==> config.mk <==
export PLATFORM = sky130hd
export DESIGN_NAME = ptr_index_update
export DESIGN_NICKNAME = d
export VERILOG_FILES = /design/src/rtl/ptr_index_update.sv
export SDC_FILE = /design/constraint.sdc
export NUM_CORES = 1
export LEC_CHECK = 0
export BUFFER_PORTS_ARGS = -buffer_cell sky130_fd_sc_hd__buf_2
export CAP_MARGIN = 20
export CORE_MARGIN = 3
export CORE_UTILIZATION = 45
export CTS_CLUSTER_DIAMETER = 40
export DETAILED_ROUTE_END_ITERATION = 6
export PLACE_DENSITY = 0.67
export SLEW_MARGIN = 20
export SYNTH_ARGS = -nofsm -noshare
export SYNTH_HDL_FRONTEND = slang
export SYNTH_SLANG_ARGS = --single-unit
==> constraint.sdc <==
create_clock -name clk -period 1.8 [get_ports clk]
set_input_delay 0.36 -clock clk [delete_from_list [all_inputs] [get_ports clk]]
set_output_delay 0.36 -clock clk [all_outputs]
set_load 0.01 [all_outputs]
==> src/rtl/ptr_index_update.sv <==
module ptr_index_update #(
  parameter int HALF_W = 16,
  parameter int STEP_W = 10
) (
  input  logic                  clk,
  input  logic                  rst_n,
  input  logic                  in_valid_i,
  input  logic                  mode_i,
  input  logic [2*HALF_W-1:0]   reg_i,
  input  logic [STEP_W-1:0]     step_i,
  output logic                  out_valid_o,
  output logic [2*HALF_W-1:0]   out_reg_o
);
  localparam int SUM_W = HALF_W + 2;

  logic [HALF_W-1:0] idx, hi;
  assign idx = reg_i[HALF_W-1:0];
  assign hi  = reg_i[2*HALF_W-1:HALF_W];

  // reverse-carry path
  logic [HALF_W-1:0] idx_rev, inc_rev, sum_rev, rc_idx;
  for (genvar g = 0; g < HALF_W; g++) begin : g_rev
    assign idx_rev[g] = idx[HALF_W-1-g];
    assign inc_rev[g] = hi[HALF_W-1-g];
    assign rc_idx[g]  = sum_rev[HALF_W-1-g];
  end
  assign sum_rev = idx_rev + inc_rev;

  // wrap-around path
  logic signed [SUM_W-1:0] step_x, raw, len_x;
  logic [HALF_W-1:0] wr_idx;
  assign step_x = {{(SUM_W-STEP_W){step_i[STEP_W-1]}}, step_i};
  assign len_x  = {2'b00, hi};
  assign raw    = $signed({2'b00, idx}) + step_x;

  always_comb begin
    if (hi == '0)             wr_idx = idx;
    else if (raw < 0)         wr_idx = HALF_W'(raw + len_x);
    else if (raw >= len_x)    wr_idx = HALF_W'(raw - len_x);
    else                      wr_idx = HALF_W'(raw);
  end

  always_ff @(posedge clk or negedge rst_n) begin
    if (!rst_n) begin
      out_valid_o <= 1'b0;
      out_reg_o   <= '0;
    end else begin
      out_valid_o <= in_valid_i;
      if (in_valid_i) out_reg_o <= {hi, mode_i ? wr_idx : rc_idx};
    end
  end

  // checks
  logic [HALF_W-1:0] step_mag;
  assign step_mag = step_i[STEP_W-1] ? HALF_W'(-step_x) : HALF_W'(step_x);

  assert_upper_kept_R6: assert property (@(posedge clk) disable iff (!rst_n)
    in_valid_i |=> out_reg_o[2*HALF_W-1:HALF_W] == $past(reg_i[2*HALF_W-1:HALF_W]));

  assert_valid_follows_R7: assert property (@(posedge clk) disable iff (!rst_n)
    1'b1 |=> out_valid_o == $past(in_valid_i));

  assert_hold_idle_R7: assert property (@(posedge clk) disable iff (!rst_n)
    !in_valid_i |=> $stable(out_reg_o));

  assert_zero_len_R5: assert property (@(posedge clk) disable iff (!rst_n)
    (in_valid_i && mode_i && hi == '0) |=> out_reg_o[HALF_W-1:0] == $past(reg_i[HALF_W-1:0]));

  assert_in_buffer_R3: assert property (@(posedge clk) disable iff (!rst_n)
    (in_valid_i && mode_i && hi != '0 && idx < hi && step_mag < hi)
    |=> out_reg_o[HALF_W-1:0] < $past(reg_i[2*HALF_W-1:HALF_W]));

  assert_zero_inc_R1: assert property (@(posedge clk) disable iff (!rst_n)
    (in_valid_i && !mode_i && hi == '0) |=> out_reg_o[HALF_W-1:0] == $past(reg_i[HALF_W-1:0]));
endmodule

==> flow_summary.ini, run 1 <==
[synthesis]
yosysTopAreaCell = dfrtp_1
syn_nets = 723
syn-cell-area_mm2 = 0.00491
synthCells = 610
async_flop_share = 1.00
synth_ff_type = dfrtp_1
synth-seq-cells = 33
avgSynthCellArea_um2 = 8.05
synth_top_area_share = 0.168
yosysWarnings = 0
yosysUniqueCellTypes = 77
synthTopCellsByArea = dfrtp_1, ha_1, a21oi_1
yosysSeqAreaShare = 0.168
synth_edf_count = 0

[global_route]
grt_pass1_vias = 6350
grt_usage = 0.314
gr-total-overflow = 0
antenna_found_initial = 0
grt_pass1_wl_mm = 31.2
grt_max_degree = 30

[place]
dpl.hpwl_mm = 15.8
io_buffers = 78
detailed_place.area_mm2 = 0.00708
gp_congestion = 0.936

[die]
die-area_mm2 = 0.0122
ios = 79
row_count = 37
die_h_um = 110
coreArea_mm2 = 0.0105
start_util = 0.469
die_width_um = 110

[finish]
areaGrowthSynthToFinish_pct = 58.6
drive_gt1_frac = 0.462
multi_input_area_mm2 = 0.00421
final_cell_mix = buf_4, buf_2, ha_1
regArea_um2 = 826
fin_area_mm2 = 0.00779
nets = 1029
fillers = 818
final_common_cell = buf_4
num_antenna_cells = 0

[pwr]
switching_share = 0.428
seqPwrFrac = 0.159
p_clk_frac = 0.109
p_sw_mw = 2.56
p_comb_frac = 0.731
power.leakage_nw = 3.77
p_int_mw = 3.42
powerDensity_mw_per_mm2 = 768
vdd_ir_drop_max_uv = 409

[route]
via_per_inst = 5.90
vias = 6210
drc_errors = 0
routedWlPerCell_um = 19.2
first_pass_iters = 5
drtAntennaViolNets = 0
wl_mm = 20.2
drt_iter0_markers = 454

[clock_network]
clkSlewWorstSetupHoldPaths_ns = 0.08
clockBufferDepth = 2
cts.sinks = 33
cts_tree = built
insertion_delay_ns = 0.30
numCtsBuffers = 5
cts-root-buf = clkbuf_8
cts_max_level = 2

[critical_path]
end_kind = register
cp_data_required_time_ns = 2.00
cp_max_fo = 6
worstSetupPathType = in -> reg
startpoint_type = input port
crit_arrival_ns = 4.02

[timing]
clock_skew_ns = 0
setup_ws_ns = -2.02
fmax_mhz = 262
finalHoldViolations = 0
final_max_slew_viol_count = 0
setup_viol = 16
rsz0062_at_grt = true
worstMarginPinSlew_ns = 0.826
hold_slack_ns = 0.00890
period_minus_slack_ns = 3.82
slew-limit-headroom = 0.447
post-route-period-util = 2.12

[outcome]
violations = setup timing
status = finished with violations

[run]
cap_violations = 0

[min_path]
hp-class = in -> async
[cell type report]
| type | instances | area share |
|---|---|---|
| sequential | 33 | 0.106 |
| timing repair buffer | 322 | 0.300 |
| tap | 136 | 0.0219 |
| multi-input combinational | 515 | 0.540 |
| inverter | 39 | 0.0188 |
| clock buffer | 7 | 0.0124 |
| clock inverter | 1 | 0.000643 |
[per-layer routing]
layer | global-route usage | share of wire
met2 | 0.540 | 0.49
met4 | 0.190 | 0.064
met5 | 0 | 0
met3 | 0.0395 | 0.057
met1 | 0.372 | 0.39
[critical path: stages]
cell and delay, ns:
buf_2 0.11, ha_1 0.36, o21ai_0 0.17, o21a_1 0.25, buf_4 0.14, buf_4 0.13
o211a_1 0.22, buf_4 0.14, buf_4 0.12, buf_4 0.12, buf_4 0.12, buf_4 0.13
buf_4 0.13, buf_4 0.12, buf_4 0.12, buf_4 0.12, a21oi_1 0.35, o21ai_4 0.21
nor2_2 0.17, a21oi_1 0.12, a221oi_2 0.31
[registers in the layout, indices dropped and copies added, names as in the netlist]
| name | flops |
|---|---|
| out_reg_o | 32 |
| out_valid_o | 1 |
[power groups by stage]
stage | clock network (mW) | logic [mW] | registers, mW
floorplan | 0 | 2.02 | 1.00
global placement | 0 | 3.66 | 0.960
detailed placement | 0 | 3.74 | 0.961
CTS | 0.669 | 4.13 | 0.948
global route | 0.703 | 4.69 | 0.968
finish | 0.654 | 4.37 | 0.954
[through the flow]
step	power, mW	worst slack, ns	TNS [ns]	std cells	utilization
final	5.98	-2.02	-31.18	1053	0.744
after global routing	6.36	-2.18	-33.64	1053	0.744
after CTS	5.75	-1.88	-29.01	1049	0.731
after detailed placement	4.70	-2.48	-38.29	1017	0.677
after global placement	4.62	-2.42	-37.27	1017	0.677
after floorplan	3.03	-2.00	-30.52	610	-
[synthesized netlist by cell type, drive strengths merged (4+ instances only)]
cell and count:
xor2 11, nand2 35, buf 12, ha 63, a2bb2oi 5, o211ai 7, o31ai 4, a211oi 10
nand4 8, o21ai 50, o22ai 5, nor2 41, a21o 14, mux2i 5, xnor2 22, nor4 9
nand2b 7, or2 7, mux2 17, a21boi 4, inv 38, a31oi 11, o221ai 9, dfrtp 33
nor3b 4, o21bai 5, nor2b 12, a221oi 6, clkbuf 11, a21oi 44, or3 10, fa 4
o21a 6, nor3 18, nand3 20
[timing repair]
action / CTS / global route
hold endpoints to repair: 0 / 0
setup buffers: 24 / 4
pin swaps: 56 / 16
gates resized for setup: 51 / 19
hold buffers: 0 / 0
gates cloned: 1 / 0
setup endpoints to repair: 16 / 16
[final timing paths]
kind	cells after the start	to	slack [ns]	start
setup / recovery	21	out_reg_o[9]$_DFFE_PN0P_	-2.02	reg_i[4]
hold / removal	1	out_reg_o[14]$_DFFE_PN0P_	0.009	rst_n
setup reg to reg	2	out_reg_o[0]$_DFFE_PN0P_	0.87	out_reg_o[0]$_DFFE_PN0P_
hold reg to reg	1	out_reg_o[3]$_DFFE_PN0P_	0.50	out_reg_o[3]$_DFFE_PN0P_
max in group asynchronous	2	out_reg_o[22]$_DFFE_PN0P_	1.30	rst_n
min in group clk	3	out_reg_o[26]$_DFFE_PN0P_	0.45	reg_i[26]
[cells by family after synthesis]
group,after synthesis,share of synthesized area
adder cells (fa/ha/maj),67,0.177
AND/OR/NAND/NOR,183,0.190
AO/OA/AOI/OAI,210,0.300
buffers and inverters,62,0.0568
XOR/XNOR,33,0.0589
multiplexers,22,0.0492
flip-flops,33,0.168
(Power assumes the default switching activity.)
==> run 2, diff against run 1 <==
ABC_AREA = 1   (was unset)
PLACE_DENSITY = 0.66   (was 0.67)
==> run 2 against run 1 <==
The flow still finishes with violations (setup timing). Worst setup slack improved by 0.31 ns. Global-route usage is 1.5 points higher. Combinational power grew 12%. First-iteration DRC count rose by 34%. Area after synthesis rose by 12%. Cell area grew 11%. Non-clock buffer count rose by 15. Power up 11%.
==> flow_summary.ini, run 2 <==
[outcome]
status = finished with violations
violations = setup timing

[timing]
setup_ws_ns = -1.71
clock_skew_ns = 0
final_max_slew_viol_count = 0
setup_viol = 16
fmax_mhz = 285
rsz0062_at_grt = true
slew-limit-headroom = 0.707
period_minus_slack_ns = 3.51
finalHoldViolations = 0
hold_slack_ns = 0.101
worstMarginPinSlew_ns = 0.439
post-route-period-util = 1.95

[route]
via_per_inst = 5.24
drt_iter0_markers = 608
first_pass_iters = 5
drtAntennaViolNets = 0
vias = 7110
wl_mm = 22.8
routedWlPerCell_um = 16.8
drc_errors = 0

[clock_network]
insertion_delay_ns = 0.28
clkSlewWorstSetupHoldPaths_ns = 0.06
cts-root-buf = clkbuf_16
cts_max_level = 2
numCtsBuffers = 5
cts.sinks = 33
cts_tree = built
clockBufferDepth = 2

[synthesis]
syn-cell-area_mm2 = 0.00551
synthCells = 891
synth_commonest_cells = nand2_1, inv_1, nand3_1
synth_ff_type = dfrtp_1
yosysUniqueCellTypes = 41
synthTopCellsByArea = nand2_1, dfrtp_1, ha_1
synth_top_area_share = 0.151
avgSynthCellArea_um2 = 6.18
synth-seq-cells = 33
yosysWarnings = 0
yosysTopAreaCell = nand2_1
yosysSeqAreaShare = 0.150
async_flop_share = 1.00
synth_edf_count = 0
syn_nets = 1004
yosysMostFrequentCell = nand2_1

[place]
place_ws_ns = -2.17
gp_congestion = 1.09
detailed_place.area_mm2 = 0.00782
io_buffers = 78
dp.cells = 1326
dpl.hpwl_mm = 18.9

[finish]
reg_top3 = out_reg_o (32), out_valid_o (1)
fin_cells = 1356
nets = 1325
fin_area_mm2 = 0.00866
drive_gt1_frac = 0.406
top_register = out_reg_o
final_cell_mix = buf_4, nand2_1, inv_1
largest_reg_flops = 32
fillers = 989
final_common_cell = buf_4
areaGrowthSynthToFinish_pct = 57.2
num_antenna_cells = 0

[pwr]
power.leakage_nw = 4.84
p_comb_frac = 0.738
seqPwrFrac = 0.138
vdd_ir_drop_max_uv = 509
p_int_mw = 3.62
p_sw_mw = 3.03
powerDensity_mw_per_mm2 = 768
p_clk_frac = 0.125
switching_share = 0.455

[global_route]
antenna_found_initial = 0
gr-total-overflow = 0
grt_pass1_wl_mm = 34.2
grt_usage = 0.330
grt_max_degree = 38
grt_pass1_vias = 6508

[die]
ios = 79
die_h_um = 117
row_count = 39
start_util = 0.471
coreArea_mm2 = 0.0117
die-area_mm2 = 0.0136
die_width_um = 117

[critical_path]
cp_data_required_time_ns = 2.01
worstSetupPathType = in -> reg
cp_max_fo = 6
startpoint_type = input port
crit_arrival_ns = 3.71
end_kind = register

[run]
cap_violations = 0

[min_path]
hp-class = in -> async
run 2: cell types whose count changed after synthesis, sizes merged, moves of 10 or more:
| cell | before | now |
|---|---|---|
| inv | 38 | 150 |
| nand3 | 20 | 80 |
| xnor2 | 22 | 6 |
| nor2b | 12 | 0 |
| nand2 | 35 | 233 |
| a21oi | 44 | 79 |
| mux2 | 17 | 0 |
| o21ai | 50 | 73 |
| xor2 | 11 | 26 |
| or3 | 10 | 0 |
| nor2 | 41 | 59 |
run 2: layout make-up:
class	count	area (µm²)	share of cell area
multi-input cells	684	4520	0.522
repair buffers	337	2430	0.280
flip-flops and latches	33	826	0.0953
inverters	151	569	0.0657
well taps	143	179	0.0207
clock buffers	5	125	0.0144
clock inverters	3	17.5	0.00202
run 2: kinds of logic after synthesis:
kind of cell	Yosys count	synth area share
adders and majority gates	67	0.158
AOI/OAI and AO/OA	178	0.184
xor gates and xnor gates	32	0.0509
and+or+nand+nor	406	0.327
DFF	33	0.150
buffers and inverters	175	0.131
run 2: metal layers:
layer | part of all wire | vias up | GRT usage
li1 | - | 3528 | -
met5 | 0 | - | 0
met1 | 0.44 | 3232 | 0.454
met4 | 0.033 | 0 | 0.108
met3 | 0.081 | 48 | 0.0440
met2 | 0.45 | 302 | 0.534
run 2: worst max-delay path, cell delays in order:
cell      delay, ns
buf_8          0.10
ha_4           0.16
fa_2           0.37
nand3_2        0.09
nand2_4        0.06
nand2_2        0.06
nand2_2        0.06
buf_6          0.12
buf_4          0.14
xor2_2         0.15
ha_2           0.38
buf_4          0.16
nor2_1         0.06
buf_4          0.14
a21oi_1        0.27
o211ai_1       0.25
xor2_1         0.22
o21ai_0        0.18
inv_1          0.07
nand2_1        0.07
nand2_1        0.08
a21oi_1        0.14
run 2: worst paths after layout:
kind	start	to	slack, ns	depth (start not counted)
min in group clk	in_valid_i	out_reg_o[1]$_DFFE_PN0P_	0.45	3
worst max register to register	out_reg_o[2]$_DFFE_PN0P_	out_reg_o[2]$_DFFE_PN0P_	1.09	2
worst min register to register	out_reg_o[16]$_DFFE_PN0P_	out_reg_o[16]$_DFFE_PN0P_	0.47	2
worst max-delay path	reg_i[0]	out_reg_o[9]$_DFFE_PN0P_	-1.71	22
max in group asynchronous	rst_n	out_reg_o[27]$_DFFE_PN0P_	1.38	2
worst min-delay path	rst_n	out_reg_o[2]$_DFFE_PN0P_	0.10	2
run 2: per-stage QoR:
step	util	setup TNS, ns	total power, mW
2_1_floorplan	-	-22.90	3.19
3_3_place_gp	0.668	-32.05	5.18
3_5_place_dp	0.668	-32.79	5.20
4_1_cts	0.714	-24.83	6.32
5_1_grt	0.740	-28.81	7.09
6_report	0.740	-26.12	6.65
run 2: repair_timing:
item | 4_1_cts | 5_1_grt
gates cloned | 1 | 1
hold endpoints to repair | 0 | 0
gates resized for setup | 60 | 52
endpoints found under the setup margin | 16 | 16
pin swaps | 45 | 39
hold buffers | 0 | 0
buffers inserted | 15 | 5
run 2: power by group through the flow:
stage	Clock [mW]	Combinational, mW	Sequential, mW
finish	0.829	4.91	0.916
global route	0.864	5.30	0.926
global placement	0	4.26	0.922
detailed placement	0	4.27	0.925
CTS	0.835	4.57	0.913
floorplan	0	2.22	0.969
